==> config.mk <==
export PLATFORM = sky130hd
export DESIGN_NAME = t1eb_elastic
export DESIGN_NICKNAME = d
export VERILOG_FILES = /design/src/rtl/t1eb_pkg.sv /design/src/rtl/t1eb_wr_ptr.sv /design/src/rtl/t1eb_rd_ctrl.sv /design/src/rtl/t1eb_store.sv /design/src/rtl/t1eb_elastic.sv
export SDC_FILE = /design/constraint.sdc
export NUM_CORES = 1
export LEC_CHECK = 0
export BUFFER_PORTS_ARGS = -buffer_cell sky130_fd_sc_hd__clkbuf_2
export CORE_ASPECT_RATIO = 2
export CORE_UTILIZATION = 55
export DETAILED_ROUTE_END_ITERATION = 16
export HOLD_SLACK_MARGIN = 0.03
export PLACE_DENSITY = 0.75
export SETUP_SLACK_MARGIN = 0.05
export SLEW_MARGIN = 20
export SYNTH_ARGS = -nofsm -noshare
export SYNTH_HDL_FRONTEND = slang
export SYNTH_SLANG_ARGS = --single-unit
==> constraint.sdc <==
create_clock -name clk -period 2.4 [get_ports clk]
set_input_delay 0.48 -clock clk [delete_from_list [all_inputs] [get_ports clk]]
set_output_delay 0.48 -clock clk [all_outputs]
set_load 0.05 [all_outputs]
==> src/rtl/t1eb_pkg.sv <==
package t1eb_pkg;

  // Direction code carried on slip_dir.
  typedef enum logic {
    SLIP_DISCARD = 1'b0,
    SLIP_REPEAT  = 1'b1
  } slip_dir_e;

endpackage

==> src/rtl/t1eb_wr_ptr.sv <==
module t1eb_wr_ptr #(
  parameter int SLOTS  = 32,
  parameter int DS1_CH = 24,
  parameter int PTR_W  = 6
) (
  input  logic             clk,
  input  logic             rst_n,
  input  logic             wr_stb,
  output logic [PTR_W-1:0] wr_ptr
);
  localparam int CH_W = $clog2(SLOTS);
  localparam logic [CH_W-1:0] LAST_CH = CH_W'(DS1_CH - 1);

  logic [CH_W-1:0] ch_q, ch_d;
  logic            half_q, half_d;

  // Next state: the channel runs 0..DS1_CH-1, then the half flips.
  always_comb begin
    ch_d   = ch_q;
    half_d = half_q;
    if (wr_stb) begin
      if (ch_q == LAST_CH) begin
        ch_d   = '0;
        half_d = ~half_q;
      end else begin
        ch_d = ch_q + 1'b1;
      end
    end
  end

  always_ff @(posedge clk or negedge rst_n) begin
    if (!rst_n) begin
      ch_q   <= '0;
      half_q <= 1'b0;
    end else begin
      ch_q   <= ch_d;
      half_q <= half_d;
    end
  end

  assign wr_ptr = {half_q, ch_q};

endmodule

==> src/rtl/t1eb_rd_ctrl.sv <==
module t1eb_rd_ctrl #(
  parameter int SLOTS    = 32,
  parameter int PTR_W    = 6,
  parameter int LO_TH    = 2,
  parameter int HI_TH    = 42,
  parameter int INIT_DLY = 34
) (
  input  logic             clk,
  input  logic             rst_n,
  input  logic             rd_stb,
  input  logic [PTR_W-1:0] wr_ptr,
  output logic [PTR_W-1:0] rd_addr,
  output logic [PTR_W-1:0] dly,
  output logic             slip_pulse,
  output logic             slip_dir
);
  import t1eb_pkg::*;

  localparam int DEPTH = 2 * SLOTS;
  localparam logic [PTR_W-1:0] RST_PTR = PTR_W'(DEPTH - INIT_DLY);
  localparam logic [PTR_W-1:0] LO_V    = PTR_W'(LO_TH);
  localparam logic [PTR_W-1:0] HI_V    = PTR_W'(HI_TH);

  logic [PTR_W-1:0] rptr_q, rptr_d, eff;
  logic             too_close, too_far, slip;
  logic             pulse_q, pulse_d;
  slip_dir_e        dir_q, dir_d;

  // Distance and slip decision, then a one-frame jump by flipping the half bit.
  always_comb begin
    dly       = wr_ptr - rptr_q;
    too_close = (dly <= LO_V);
    too_far   = (dly >= HI_V);
    slip      = too_close | too_far;
    eff       = slip ? {~rptr_q[PTR_W-1], rptr_q[PTR_W-2:0]} : rptr_q;
    rptr_d    = rd_stb ? eff + 1'b1 : rptr_q;
    pulse_d   = rd_stb & slip;
    dir_d     = dir_q;
    if (rd_stb && slip) begin
      dir_d = too_close ? SLIP_REPEAT : SLIP_DISCARD;
    end
  end

  always_ff @(posedge clk or negedge rst_n) begin
    if (!rst_n) begin
      rptr_q  <= RST_PTR;
      pulse_q <= 1'b0;
      dir_q   <= SLIP_DISCARD;
    end else begin
      rptr_q  <= rptr_d;
      pulse_q <= pulse_d;
      dir_q   <= dir_d;
    end
  end

  assign rd_addr    = eff;
  assign slip_pulse = pulse_q;
  assign slip_dir   = dir_q;

endmodule

==> src/rtl/t1eb_store.sv <==
module t1eb_store #(
  parameter int                  DATA_W = 8,
  parameter int                  SLOTS  = 32,
  parameter int                  DS1_CH = 24,
  parameter int                  PTR_W  = 6,
  parameter logic [DATA_W-1:0]   IDLE   = 8'hFF
) (
  input  logic                      clk,
  input  logic                      rst_n,
  input  logic                      wr_stb,
  input  logic [PTR_W-1:0]          wr_addr,
  input  logic [DATA_W-1:0]         wr_data,
  input  logic                      rd_stb,
  input  logic [PTR_W-1:0]          rd_addr,
  output logic [DATA_W-1:0]         rd_data,
  output logic [$clog2(SLOTS)-1:0]  rd_slot
);
  localparam int DEPTH  = 2 * SLOTS;
  localparam int SLOT_W = $clog2(SLOTS);
  localparam logic [SLOT_W-1:0] CH_LIM = SLOT_W'(DS1_CH);

  logic [DATA_W-1:0] mem [DEPTH];
  logic [DATA_W-1:0] data_q, data_d;
  logic [SLOT_W-1:0] slot_q, slot_d, slot_now;

  // Storage array: written without reset.
  always_ff @(posedge clk) begin
    if (wr_stb) begin
      mem[wr_addr] <= wr_data;
    end
  end

  always_comb begin
    slot_now = rd_addr[SLOT_W-1:0];
    data_d   = data_q;
    slot_d   = slot_q;
    if (rd_stb) begin
      slot_d = slot_now;
      data_d = (slot_now < CH_LIM) ? mem[rd_addr] : IDLE;
    end
  end

  always_ff @(posedge clk or negedge rst_n) begin
    if (!rst_n) begin
      data_q <= IDLE;
      slot_q <= '0;
    end else begin
      data_q <= data_d;
      slot_q <= slot_d;
    end
  end

  assign rd_data = data_q;
  assign rd_slot = slot_q;

endmodule

==> src/rtl/t1eb_elastic.sv <==
module t1eb_elastic #(
  parameter int                DATA_W   = 8,
  parameter int                SLOTS    = 32,
  parameter int                DS1_CH   = 24,
  parameter int                LO_TH    = 2,
  parameter int                HI_TH    = 42,
  parameter int                INIT_DLY = 34,
  parameter logic [DATA_W-1:0] IDLE     = 8'hFF
) (
  input  logic                     clk,
  input  logic                     rst_n,
  input  logic                     wr_stb,
  input  logic [DATA_W-1:0]        wr_byte,
  input  logic                     rd_stb,
  output logic [DATA_W-1:0]        rd_byte,
  output logic [$clog2(SLOTS)-1:0] rd_slot,
  output logic                     slip_pulse,
  output logic                     slip_dir
);
  localparam int PTR_W = $clog2(2 * SLOTS);

  logic [1:0]       rst_q;
  logic             rst_n_s;
  logic [PTR_W-1:0] wr_ptr, rd_addr, dly;

  // Asynchronous assertion, two-flop synchronous release.
  always_ff @(posedge clk or negedge rst_n) begin
    if (!rst_n) rst_q <= 2'b00;
    else        rst_q <= {rst_q[0], 1'b1};
  end
  assign rst_n_s = rst_q[1];

  t1eb_wr_ptr #(.SLOTS(SLOTS), .DS1_CH(DS1_CH), .PTR_W(PTR_W)) wr_i (
    .clk(clk), .rst_n(rst_n_s), .wr_stb(wr_stb), .wr_ptr(wr_ptr)
  );

  t1eb_rd_ctrl #(.SLOTS(SLOTS), .PTR_W(PTR_W), .LO_TH(LO_TH),
                 .HI_TH(HI_TH), .INIT_DLY(INIT_DLY)) rd_i (
    .clk(clk), .rst_n(rst_n_s), .rd_stb(rd_stb), .wr_ptr(wr_ptr),
    .rd_addr(rd_addr), .dly(dly), .slip_pulse(slip_pulse), .slip_dir(slip_dir)
  );

  t1eb_store #(.DATA_W(DATA_W), .SLOTS(SLOTS), .DS1_CH(DS1_CH),
               .PTR_W(PTR_W), .IDLE(IDLE)) st_i (
    .clk(clk), .rst_n(rst_n_s), .wr_stb(wr_stb), .wr_addr(wr_ptr),
    .wr_data(wr_byte), .rd_stb(rd_stb), .rd_addr(rd_addr),
    .rd_data(rd_byte), .rd_slot(rd_slot)
  );

endmodule

==> results of run 1 <==
path summary, 6_finish.rpt:
| path | cells after the start | startpoint | slack, ns | to |
|---|---|---|---|---|
| max | 12 | rd_i.rptr_q[1]$_DFFE_PN1P_ | -0.31 | st_i.rd_data[6]$_DFFE_PN1P_ |
| min | 2 | rst_n | 0.26 | rst_q[1]$_DFF_PN0_ |
| max reg2reg | 12 | rd_i.rptr_q[1]$_DFFE_PN1P_ | -0.31 | st_i.rd_data[6]$_DFFE_PN1P_ |
| min reg2reg | 0 | rst_q[0]$_DFF_PN0_ | 0.36 | rst_q[1]$_DFF_PN0_ |
| max in group asynchronous | 1 | rst_q[1]$_DFF_PN0_ | 1.29 | st_i.rd_data[6]$_DFFE_PN1P_ |
| min in group clk | 2 | wr_stb | 0.33 | wr_i.ch_q[0]$_DFFE_PN0P_ |
metrics by stage:
| stage | TNS [ns] | hold WS [ns] | cells | total power, mW |
|---|---|---|---|---|
| 2_1_floorplan | -2.98 | 0.184 | 922 | 15.9 |
| 3_3_place_gp | -2.04 | 0.275 | 1440 | 19.2 |
| 3_5_place_dp | -2.22 | 0.278 | 1440 | 19.4 |
| 4_1_cts | -2.06 | 0.252 | 1512 | 25.9 |
| 5_1_grt | -3.76 | 0.290 | 1518 | 27.7 |
| 6_report | -2.42 | 0.261 | 1518 | 26.7 |
layout by cell type (no fill, tap or decap), types with 7 or more instances in the layout:
| cell | netlist | layout |
|---|---|---|
| dfrtp_1 | 17 | 16 |
| clkbuf_16 | 0 | 41 |
| a21oi_1 | 11 | 10 |
| buf_12 | 0 | 9 |
| clkinv_1 | 0 | 7 |
| mux2i_1 | 26 | 26 |
| dfstp_2 | 12 | 11 |
| mux4_2 | 109 | 109 |
| edfxtp_1 | 424 | 424 |
| nand2_1 | 48 | 47 |
| o22ai_1 | 15 | 15 |
| nor2_1 | 91 | 91 |
| clkbuf_2 | 0 | 26 |
| clkinv_2 | 0 | 7 |
| nor3_1 | 9 | 9 |
| nand3_1 | 12 | 12 |
| buf_4 | 4 | 110 |
state kept, by name, indices dropped and copies added (netlist names):
signal           count
rst_q                2
rd_i.rptr_q          6
st_i.rd_slot         5
rd_i.slip_pulse      1
wr_i.ch_q            5
wr_i.half_q          1
rd_i.slip_dir        1
st_i.rd_data         8
st_i.mem           424
layer usage:
| layer | routed length, um | vias to the layer above | track usage, % |
|---|---|---|---|
| li1 | - | 4005 | - |
| met1 | 13800 | 4824 | 28.7 |
| met2 | 23100 | 356 | 47.2 |
| met4 | 2660 | 0 | 16.3 |
| met3 | 2030 | 108 | 2.88 |
| met5 | 0 | - | 0 |
power groups by stage:
stage               registers (mW)  clock network (mW)  logic [mW]
finish                        9.47                6.21        11.0
global route                  9.50                6.59        11.6
CTS                           9.45                6.29        10.2
detailed placement            9.62                   0        9.75
global placement              9.60                   0        9.58
floorplan                     10.0                   0        5.93
area by class of cell:
| cell class | instances | share of cell area [%] |
|---|---|---|
| clock inverter | 25 | 1.08 |
| tap | 427 | 2.55 |
| inverter | 9 | 0.209 |
| antenna | 1 | 0.0120 |
| multi-input combinational | 410 | 21.1 |
| sequential | 453 | 64.4 |
| timing repair buffer | 150 | 5.71 |
| clock buffer | 43 | 4.94 |
cell families (layout without fill, tap and decap cells):
logic type	after synthesis	count (layout)	share of synthesized area (%)
adders and majority gates	8	8	0.598
muxes	142	142	15.5
DFF	453	453	74.9
AOI/OAI and AO/OA	56	56	2.20
buffers and inverters	59	227	1.43
and+or+nand+nor	190	190	4.62
other	1	2	0.0208
xor gates and xnor gates	13	13	0.675
Yosys cell counts, drive strengths merged (8+ instances only):
master and count:
inv 9, dfrtp 17, clkbuf 27, nand2 48
nor2 91, xnor2 8, mux4 109, edfxtp 424
mux2i 27, a21oi 11, nand3 12, buf 23
o22ai 15, dfstp 12, nor3 9
worst max-delay path, stage by stage, from the launching register on:
cell and delay [ns]:
dfstp_4 0.65, inv_8 0.04, fa_2 0.34, a21o_1 0.19
a21oi_2 0.13, xor2_1 0.18, o21ai_1 0.13, mux2i_2 0.25
xnor2_2 0.13, buf_12 0.15, buf_8 0.13, buf_6 0.12
o221a_4 0.20
what timing repair did:
item | 4_1_cts | 5_1_grt
endpoints found under the hold margin | 2 | 0
gates resized for setup | 7 | 23
cloned | 0 | 0
setup buffers | 4 | 6
hold buffers | 1 | 0
pin swaps | 5 | 11
endpoints found under the setup margin | 10 | 10
==> run_results.csv, run 1 <==
group,metric,value,unit
run_status,status,"finished with violations",
run_status,violations,"negative setup slack",
clock_network,cts_tree,"done",
placement,placed_cell_area,19500,sq um
die,die_x,130,um
routing,route.detailed.drc,0,
worst_setup_path,start_kind,"flop",
placement,portBuffers,26,
clock_network,clock-root-buffer,"clkbuf_16",
routing,vias_per_cell,6.12,
die,io_pins,27,
clock_network,htreeDepth,2,
timing,worst_slack,-0.310,ns
die,core-area,32200,sq um
logic_synthesis,ys_top_cells_by_area,"edfxtp_1 71%, mux4_2 14%, dfrtp_1 2.4%",
logic_synthesis,synth-edff-count,424,
hold_path,hold_class,"input pin to asynchronous set/reset pin",
logic_synthesis,syn-instance-count,922,
routing,ant_nets,0,
pwr,leakagePower,6.99,nW
routing,drt-pass1-iter-count,4,
pwr,swShare,33.3,%
logic_synthesis,ys_seq_area_share,74.9,%
final_layout,fin_util,64.9,%
timing,layout_min_cycle_time,2.71,ns
logic_synthesis,synth_nets,942,
global_routing,grt_max_degree,65,
logic_synthesis,synth_area,18000,sq um
die,die_h,258,um
pwr,clock_power_share,23.2,%
final_layout,area_growth,16.4,%
placement,place_ws,-0.330,ns
logic_synthesis,avgSynthCellArea,19.5,sq um
timing,final_hold_viol_count,0,
worst_setup_path,endpoint_kind,"flop",
worst_setup_path,arrival,3.17,ns
global_routing,grt_overflow,0,
final_layout,drive_gt1_share,33.9,%
worst_setup_path,crit_fanout,7,
logic_synthesis,ys_types,51,
worst_setup_path,cp.required,2.86,ns
die,start_util,55.8,%
final_layout,seq_area,13500,sq um
logic_synthesis,synth-async-reset-ratio,6.40,%
pwr,intPower,17.8,mW
logic_synthesis,synth_top_area_share,70.8,%
final_layout,multiInputGateArea,4420,sq um
routing,vias,9293,
timing,clock_skew,0.0154,ns
pwr,ir_worst_vdd,0.00120,V
logic_synthesis,synth_top_area_cell,"edfxtp_1",
timing,finalCritPeriodShare,113,%
routing,drt-total-wl,41500,um
timing,fmax,369,MHz
timing,rsz0062_at_grt,"true",
routing,drt_iter0_markers,785,
logic_synthesis,synth_flop_cell,"edfxtp_1",
final_layout,fin_area,20900,sq um
logic_synthesis,ys_warn_count,0,
timing,drv_slew,0,
worst_setup_path,critPathKind,"flop to flop",
pwr,pwr_density_cell,1280,nW/um^2
final_layout,num-fill-cells,2081,
clock_network,clk_path_buf_depth,3,
global_routing,grt_pass1_vias,9856,
timing,worst_slew_pin_slew,1.13,ns
global_routing,antenna_found_initial,1,
logic_synthesis,synth_seq_cells,453,
timing,max_slew_margin,24.8,%
global_routing,grt_pass1_wl,61600,um
pwr,comb_power_share,41.3,%
die,die_area,33500,sq um
placement,post-dp-hpwl,27400,um
die,row_count,93,
clock_network,cts_buffers,38,
pwr,pwr-share-seq,35.4,%
pwr,netSwitchingPower,8.90,mW
job,max_cap_violations,0,
clock_network,clk_pin_slew,0.07,ns
clock_network,insertion_delay,0.53,ns
routing,routedWlPerCell,27.4,um
final_layout,nets,1082,
global_routing,grtUsageTotal,26.1,%
clock_network,cts.sinks,453,
timing,setup_viol,10,
placement,routabilityCongestion,0.875,
Note: power is estimated with default switching activity, not from simulation.
==> run 2: changes to the inputs <==
- GPL_TIMING_DRIVEN: unset -> 0
- PLACE_DENSITY: 0.75 -> unset
- PLACE_DENSITY_LB_ADDON: unset -> 0.12
- clock period: 2.4 -> 2.9 ns (I/O delays scaled with it)
==> run 2 against run 1 <==
The flow still finishes with violations (negative setup slack). Cell count decreased by 2.2%. Register-to-register slack improved by 0.22 ns. Die area unchanged. Combinational power decreased by 9%. Critical path type unchanged. Sequential power decreased by 17%. Via count increased by 1.1%. Setup slack improved by 0.22 ns. Clock skew increased by 0.0038 ns. Flip-flop and latch count unchanged. Count of clock-buffer cells in the layout increased by 3. Design area decreased by 0.63%. Critical endpoint is now st_i.rd_data[4]$_DFFE_PN1P_. Largest power group unchanged.
==> run_results.csv, run 2 (same netlist as run 1, synthesis figures left out) <==
group,metric,value,unit
pwr,leakagePower,6.75,nW
timing,finalHoldWorstSlack,0.292,ns
routing,routedWlPerCell,30.3,um
timing,clock_skew,0.0191,ns
routing,wl_met2,23900,um
timing,final_hold_viol_count,0,
placement,placed_cells,1377,
worst_setup_path,path_cells,"buf_8, clkinv_8, buf_12, ha_4, or2_4, o221ai_4, o21ai_2, a211oi_2, buf_4, mux2i_4, xnor2_4, buf_12, buf_12, nor4_4, a311oi_2",
routing,top_layer_used,"met4",
pwr,intPower,15.3,mW
worst_setup_path,endpoint_kind,"flop",
worst_setup_path,cp_slowest_stage_delay,0.54,ns
timing,worst_slew_pin_slew,1.11,ns
pwr,netSwitchingPower,8.24,mW
global_routing,grt_pass1_vias,9556,
placement,routabilityCongestion,0.898,
routing,drt_iter0_markers,939,
worst_setup_path,arrival,3.44,ns
timing,max_slew_margin,25.7,%
global_routing,grt_max_degree,65,
timing,rsz0062_at_grt,"true",
worst_setup_path,start_kind,"flop",
routing,route.detailed.drc,0,
routing,wl_met3,2480,um
run_status,violations,"negative setup slack",
routing,drt-total-wl,45000,um
clock_network,cts_buffers,40,
pwr,pwr_density_cell,1130,nW/um^2
clock_network,cts.sinks,453,
final_layout,layout_common_cells,"424 x edfxtp_1, 109 x mux4_2, 86 x nor2_1, 46 x nand2_1, 42 x clkbuf_16",
placement,portBuffers,26,
worst_setup_path,path_common_cell,"buf_12",
pwr,comb_power_share,42.4,%
placement,post-dp-hpwl,29400,um
global_routing,antenna_found_initial,0,
die,die_area,33500,sq um
final_layout,largest_reg_flops,424,
global_routing,grtUsageTotal,28.1,%
pwr,total_power,23.5,mW
timing,fmax,335,MHz
final_layout,drive_gt1_share,31.5,%
routing,ant_nets,0,
clock_network,cts_tree,"done",
clock_network,htreeDepth,2,
hold_path,hold_class,"flop to asynchronous set/reset pin",
global_routing,grt_overflow,0,
pwr,clock_power_share,24.1,%
die,io_pins,27,
die,die_h,258,um
pwr,pwr-share-seq,33.5,%
routing,wl_met1,16100,um
final_layout,fin_util,64.5,%
global_routing,grt_pass1_wl,64500,um
final_layout,top_register,"st_i.mem",
final_layout,area_growth,15.6,%
clock_network,clk_pin_slew,0.07,ns
final_layout,final_common_cell,"edfxtp_1",
timing,layout_min_cycle_time,2.99,ns
final_layout,fin_cells,1484,
worst_setup_path,cp_slowest_cell,"dfstp_2",
die,start_util,55.8,%
pwr,swShare,35.1,%
job,max_cap_violations,0,
routing,drt-pass1-iter-count,6,
pwr,ir_worst_vdd,0.00119,V
timing,worst_slack,-0.0854,ns
final_layout,nets,1045,
run_status,status,"finished with violations",
clock_network,insertion_delay,0.55,ns
worst_setup_path,cp.required,3.36,ns
clock_network,clk_path_buf_depth,3,
clock_network,clock-root-buffer,"clkbuf_16",
die,die_x,130,um
final_layout,num_antenna_cells,0,
worst_setup_path,crit_fanout,5,
timing,drv_slew,0,
timing,finalCritPeriodShare,103,%
die,core-area,32200,sq um
final_layout,num-fill-cells,2208,
timing,setup_viol,5,
worst_setup_path,critPathKind,"flop to flop",
routing,vias_per_cell,6.33,
die,row_count,93,
routing,vias,9393,
==> run 2: changes by cell type in the layout (fill, tap and decap cells not counted), sizes merged <==
| cell | delta |
|---|---|
| clkinv | -2 |
| clkinvlp | +3 |
| diode | -1 |
| bufinv | +4 |
| inv | -2 |
| clkbuf | +24 |
| buf | -60 |
==> run 2: what timing repair did <==
action,4_1_cts,5_1_grt
setup buffers,17,16
cloned,1,0
resized for setup,70,25
endpoints found under the hold margin,2,0
pin swaps,21,13
hold buffers,1,0
endpoints found under the setup margin,10,40
==> run 2: per-stage QoR <==
step / setup TNS [ns] / setup WS [ns] / cell area (sq um)
3_3_place_gp: -7.08 / -0.727 / 18700
3_5_place_dp: -5.06 / -0.731 / 18700
6_report: -0.311 / -0.0854 / 20800
5_1_grt: -0.766 / -0.160 / 20800
4_1_cts: -0.00770 / -0.00770 / 20600
2_1_floorplan: 0 / 0.0510 / 18000
==> run 2: cell type report <==
cell class                      instances  area, sq um  area share (%)
Inverter                                9         68.8           0.331
Clock buffer                           46         1070            5.13
Tap cell                              427          534            2.57
Buffer                                 49          332            1.59
Sequential cell                       453        13500            64.8
Multi-Input combinational cell        410         4540            21.8
Timing Repair Buffer                   62          448            2.15
Clock inverter                         28          335            1.61
==> run 2: power groups by stage <==
stage,clock network [mW],logic [mW],registers [mW]
2_1_floorplan,0,4.88,8.27
3_3_place_gp,0,7.58,7.98
3_5_place_dp,0,7.66,8.00
4_1_cts,5.73,9.43,7.87
5_1_grt,5.94,10.4,7.90
6_report,5.66,9.97,7.87
==> run 2: worst paths after layout <==
check	slack (ns)	start	depth (start not counted)	end
max	-0.09	rd_i.rptr_q[2]$_DFFE_PN1P_	15	st_i.rd_data[4]$_DFFE_PN1P_
max reg2reg	-0.09	rd_i.rptr_q[2]$_DFFE_PN1P_	15	st_i.rd_data[4]$_DFFE_PN1P_
min	0.29	rst_q[1]$_DFF_PN0_	0	wr_i.ch_q[4]$_DFFE_PN0P_
min in group clk	0.37	rst_q[0]$_DFF_PN0_	0	rst_q[1]$_DFF_PN0_
max in group asynchronous	2.16	rst_q[1]$_DFF_PN0_	0	rd_i.rptr_q[0]$_DFFE_PN0P_
min reg2reg	0.29	rst_q[1]$_DFF_PN0_	0	wr_i.ch_q[4]$_DFFE_PN0P_
==> run 2: critical path, delay by kind of cell, from the launching register on <==
kind / cells / cell delay, ns
buffers and inverters: 6 / 0.74
xor gates and xnor gates: 1 / 0.16
muxes: 1 / 0.31
adders and majority gates: 1 / 0.16
and+or+nand+nor: 2 / 0.29
AOI/OAI and AO/OA: 4 / 0.70
DFF: 1 / 0.54
==> run 2: metal layers <==
layer | GRT usage, % | vias up
met5 | 0 | -
met3 | 4.87 | 124
met2 | 48.9 | 398
met1 | 33.0 | 4948
li1 | - | 3923
met4 | 15.0 | 0
==> run 3: changes to the inputs <==
- SKIP_CTS_REPAIR_TIMING: unset -> 1
==> run 3 against run 2 <==
The flow still finishes with violations (negative setup slack). Sequential power about the same. Clock power is essentially flat. Global-route usage fell by 0.63 points. Critical path depth decreased by 7. Via count shrank 1.1%. Critical endpoint is now st_i.rd_data[2]$_DFFE_PN1P_.
==> run_results.csv, run 3 (same netlist as run 1, synthesis figures left out) <==
group,metric,value,unit
run_status,status,"finished with violations",
run_status,violations,"negative setup slack",
final_layout,num_antenna_cells,0,
clock_network,htreeDepth,2,
timing,fmax,324,MHz
routing,drt-pass1-iter-count,5,
worst_setup_path,crit_buf_inv,3,
timing,setup_viol,9,
worst_setup_path,start_kind,"flop",
global_routing,grt_overflow,0,
timing,drv_slew,0,
final_layout,nets,1033,
placement,placed_cell_area,18700,sq um
timing,max_slew_margin,26.6,%
timing,worst_slew_pin_slew,1.10,ns
timing,clock_skew,0.0208,ns
pwr,leakagePower,6.69,nW
worst_setup_path,arrival,3.52,ns
clock_network,clock-root-buffer,"clkbuf_16",
worst_setup_path,cp_slowest_stage_delay,0.80,ns
final_layout,final_common_cell,"edfxtp_1",
routing,routedWlPerCell,30.4,um
die,die_h,258,um
die,die_area,33500,sq um
pwr,ir_worst_vdd,0.00144,V
placement,routabilityCongestion,0.898,
worst_setup_path,critPathKind,"flop to flop",
global_routing,antenna_found_initial,0,
global_routing,grt_max_degree,65,
final_layout,fin_area,20700,sq um
clock_network,cts_buffers,40,
clock_network,cts.sinks,453,
die,core-area,32200,sq um
hold_path,hold_class,"flop to asynchronous set/reset pin",
global_routing,grtUsageTotal,27.5,%
clock_network,clk_pin_slew,0.07,ns
placement,portBuffers,26,
final_layout,drive_gt1_share,29.4,%
routing,drt-total-wl,44800,um
timing,finalCritPeriodShare,106,%
final_layout,area_growth,14.9,%
clock_network,clk_path_buf_depth,3,
die,start_util,55.8,%
timing,fin_setup_tns,-1.09,ns
pwr,pwr_density_cell,1120,nW/um^2
final_layout,top_register,"st_i.mem",
pwr,total_power,23.1,mW
routing,vias_per_cell,6.31,
timing,layout_min_cycle_time,3.09,ns
die,die_x,130,um
final_layout,layout_common_cells,"424 x edfxtp_1, 109 x mux4_2, 87 x nor2_1, 46 x nand2_1, 43 x clkbuf_16",
worst_setup_path,cp.required,3.33,ns
global_routing,grt_pass1_vias,9252,
worst_setup_path,path_cells,"buf_12, buf_4, clkbuf_1, mux4_2, mux2i_1, o22ai_1, nor2_1, a311oi_2",
routing,drt_iter0_markers,842,
global_routing,grt_pass1_wl,62900,um
placement,place_ws,-0.731,ns
routing,vias,9290,
timing,rsz0062_at_grt,"true",
placement,post-dp-hpwl,29400,um
worst_setup_path,crit_fanout,10,
worst_setup_path,cp_top_family,"buffers and inverters",
worst_setup_path,rr_startpoint,"rd_i.rptr_q[1]$_DFFE_PN1P_",
routing,ant_nets,0,
worst_setup_path,cp_slowest_cell,"clkbuf_1",
die,row_count,93,
job,max_cap_violations,0,
worst_setup_path,crit_path_start,"rd_i.rptr_q[1]$_DFFE_PN1P_",
worst_setup_path,endpoint_kind,"flop",
clock_network,cts_tree,"done",
final_layout,largest_reg_flops,424,
clock_network,insertion_delay,0.55,ns
timing,worst_slack,-0.185,ns
die,io_pins,27,
timing,finalHoldWorstSlack,0.279,ns
timing,final_hold_viol_count,0,
routing,route.detailed.drc,0,
## run 3: per-layer routing
metal,track usage (%),wire [um],vias to the layer above
met4,12.7,2250,0
met2,48.5,23900,381
met5,0,0,-
li1,-,-,3900
met3,4.64,2480,106
met1,32.5,16100,4903
## run 3: final timing paths
check | cells past startpoint | slack [ns] | endpoint
worst max-delay path | 8 | -0.19 | st_i.rd_data[2]$_DFFE_PN1P_
worst min-delay path | 0 | 0.28 | wr_i.ch_q[4]$_DFFE_PN0P_
worst max register to register | 8 | -0.19 | st_i.rd_data[2]$_DFFE_PN1P_
worst min register to register | 0 | 0.28 | wr_i.ch_q[4]$_DFFE_PN0P_
max in group asynchronous | 0 | 2.21 | wr_i.ch_q[2]$_DFFE_PN0P_
min in group clk | 0 | 0.37 | rst_q[1]$_DFF_PN0_
## run 3: through the flow
stage / utilization (%) / cells
6_report: 64.1 / 1472
5_1_grt: 64.1 / 1472
4_1_cts: 62.5 / 1451
3_5_place_dp: 58.1 / 1377
3_3_place_gp: 58.0 / 1375
2_1_floorplan: - / 922
## run 3: power breakdown
part | internal, mW | switching [mW]
registers | 7.63 | 0.248
logic | 4.10 | 5.51
clock network | 3.29 | 2.37
## run 3: layout make-up
| cell class | count | area (sq um) |
|---|---|---|
| Fill cell | 2224 | 11600 |
| Timing Repair Buffer | 49 | 360 |
| Sequential cell | 453 | 13500 |
| Multi-Input combinational cell | 410 | 4500 |
| Buffer | 50 | 332 |
| Tap cell | 427 | 534 |
| Clock inverter | 28 | 335 |
| Clock buffer | 46 | 1070 |
| Inverter | 9 | 67.6 |
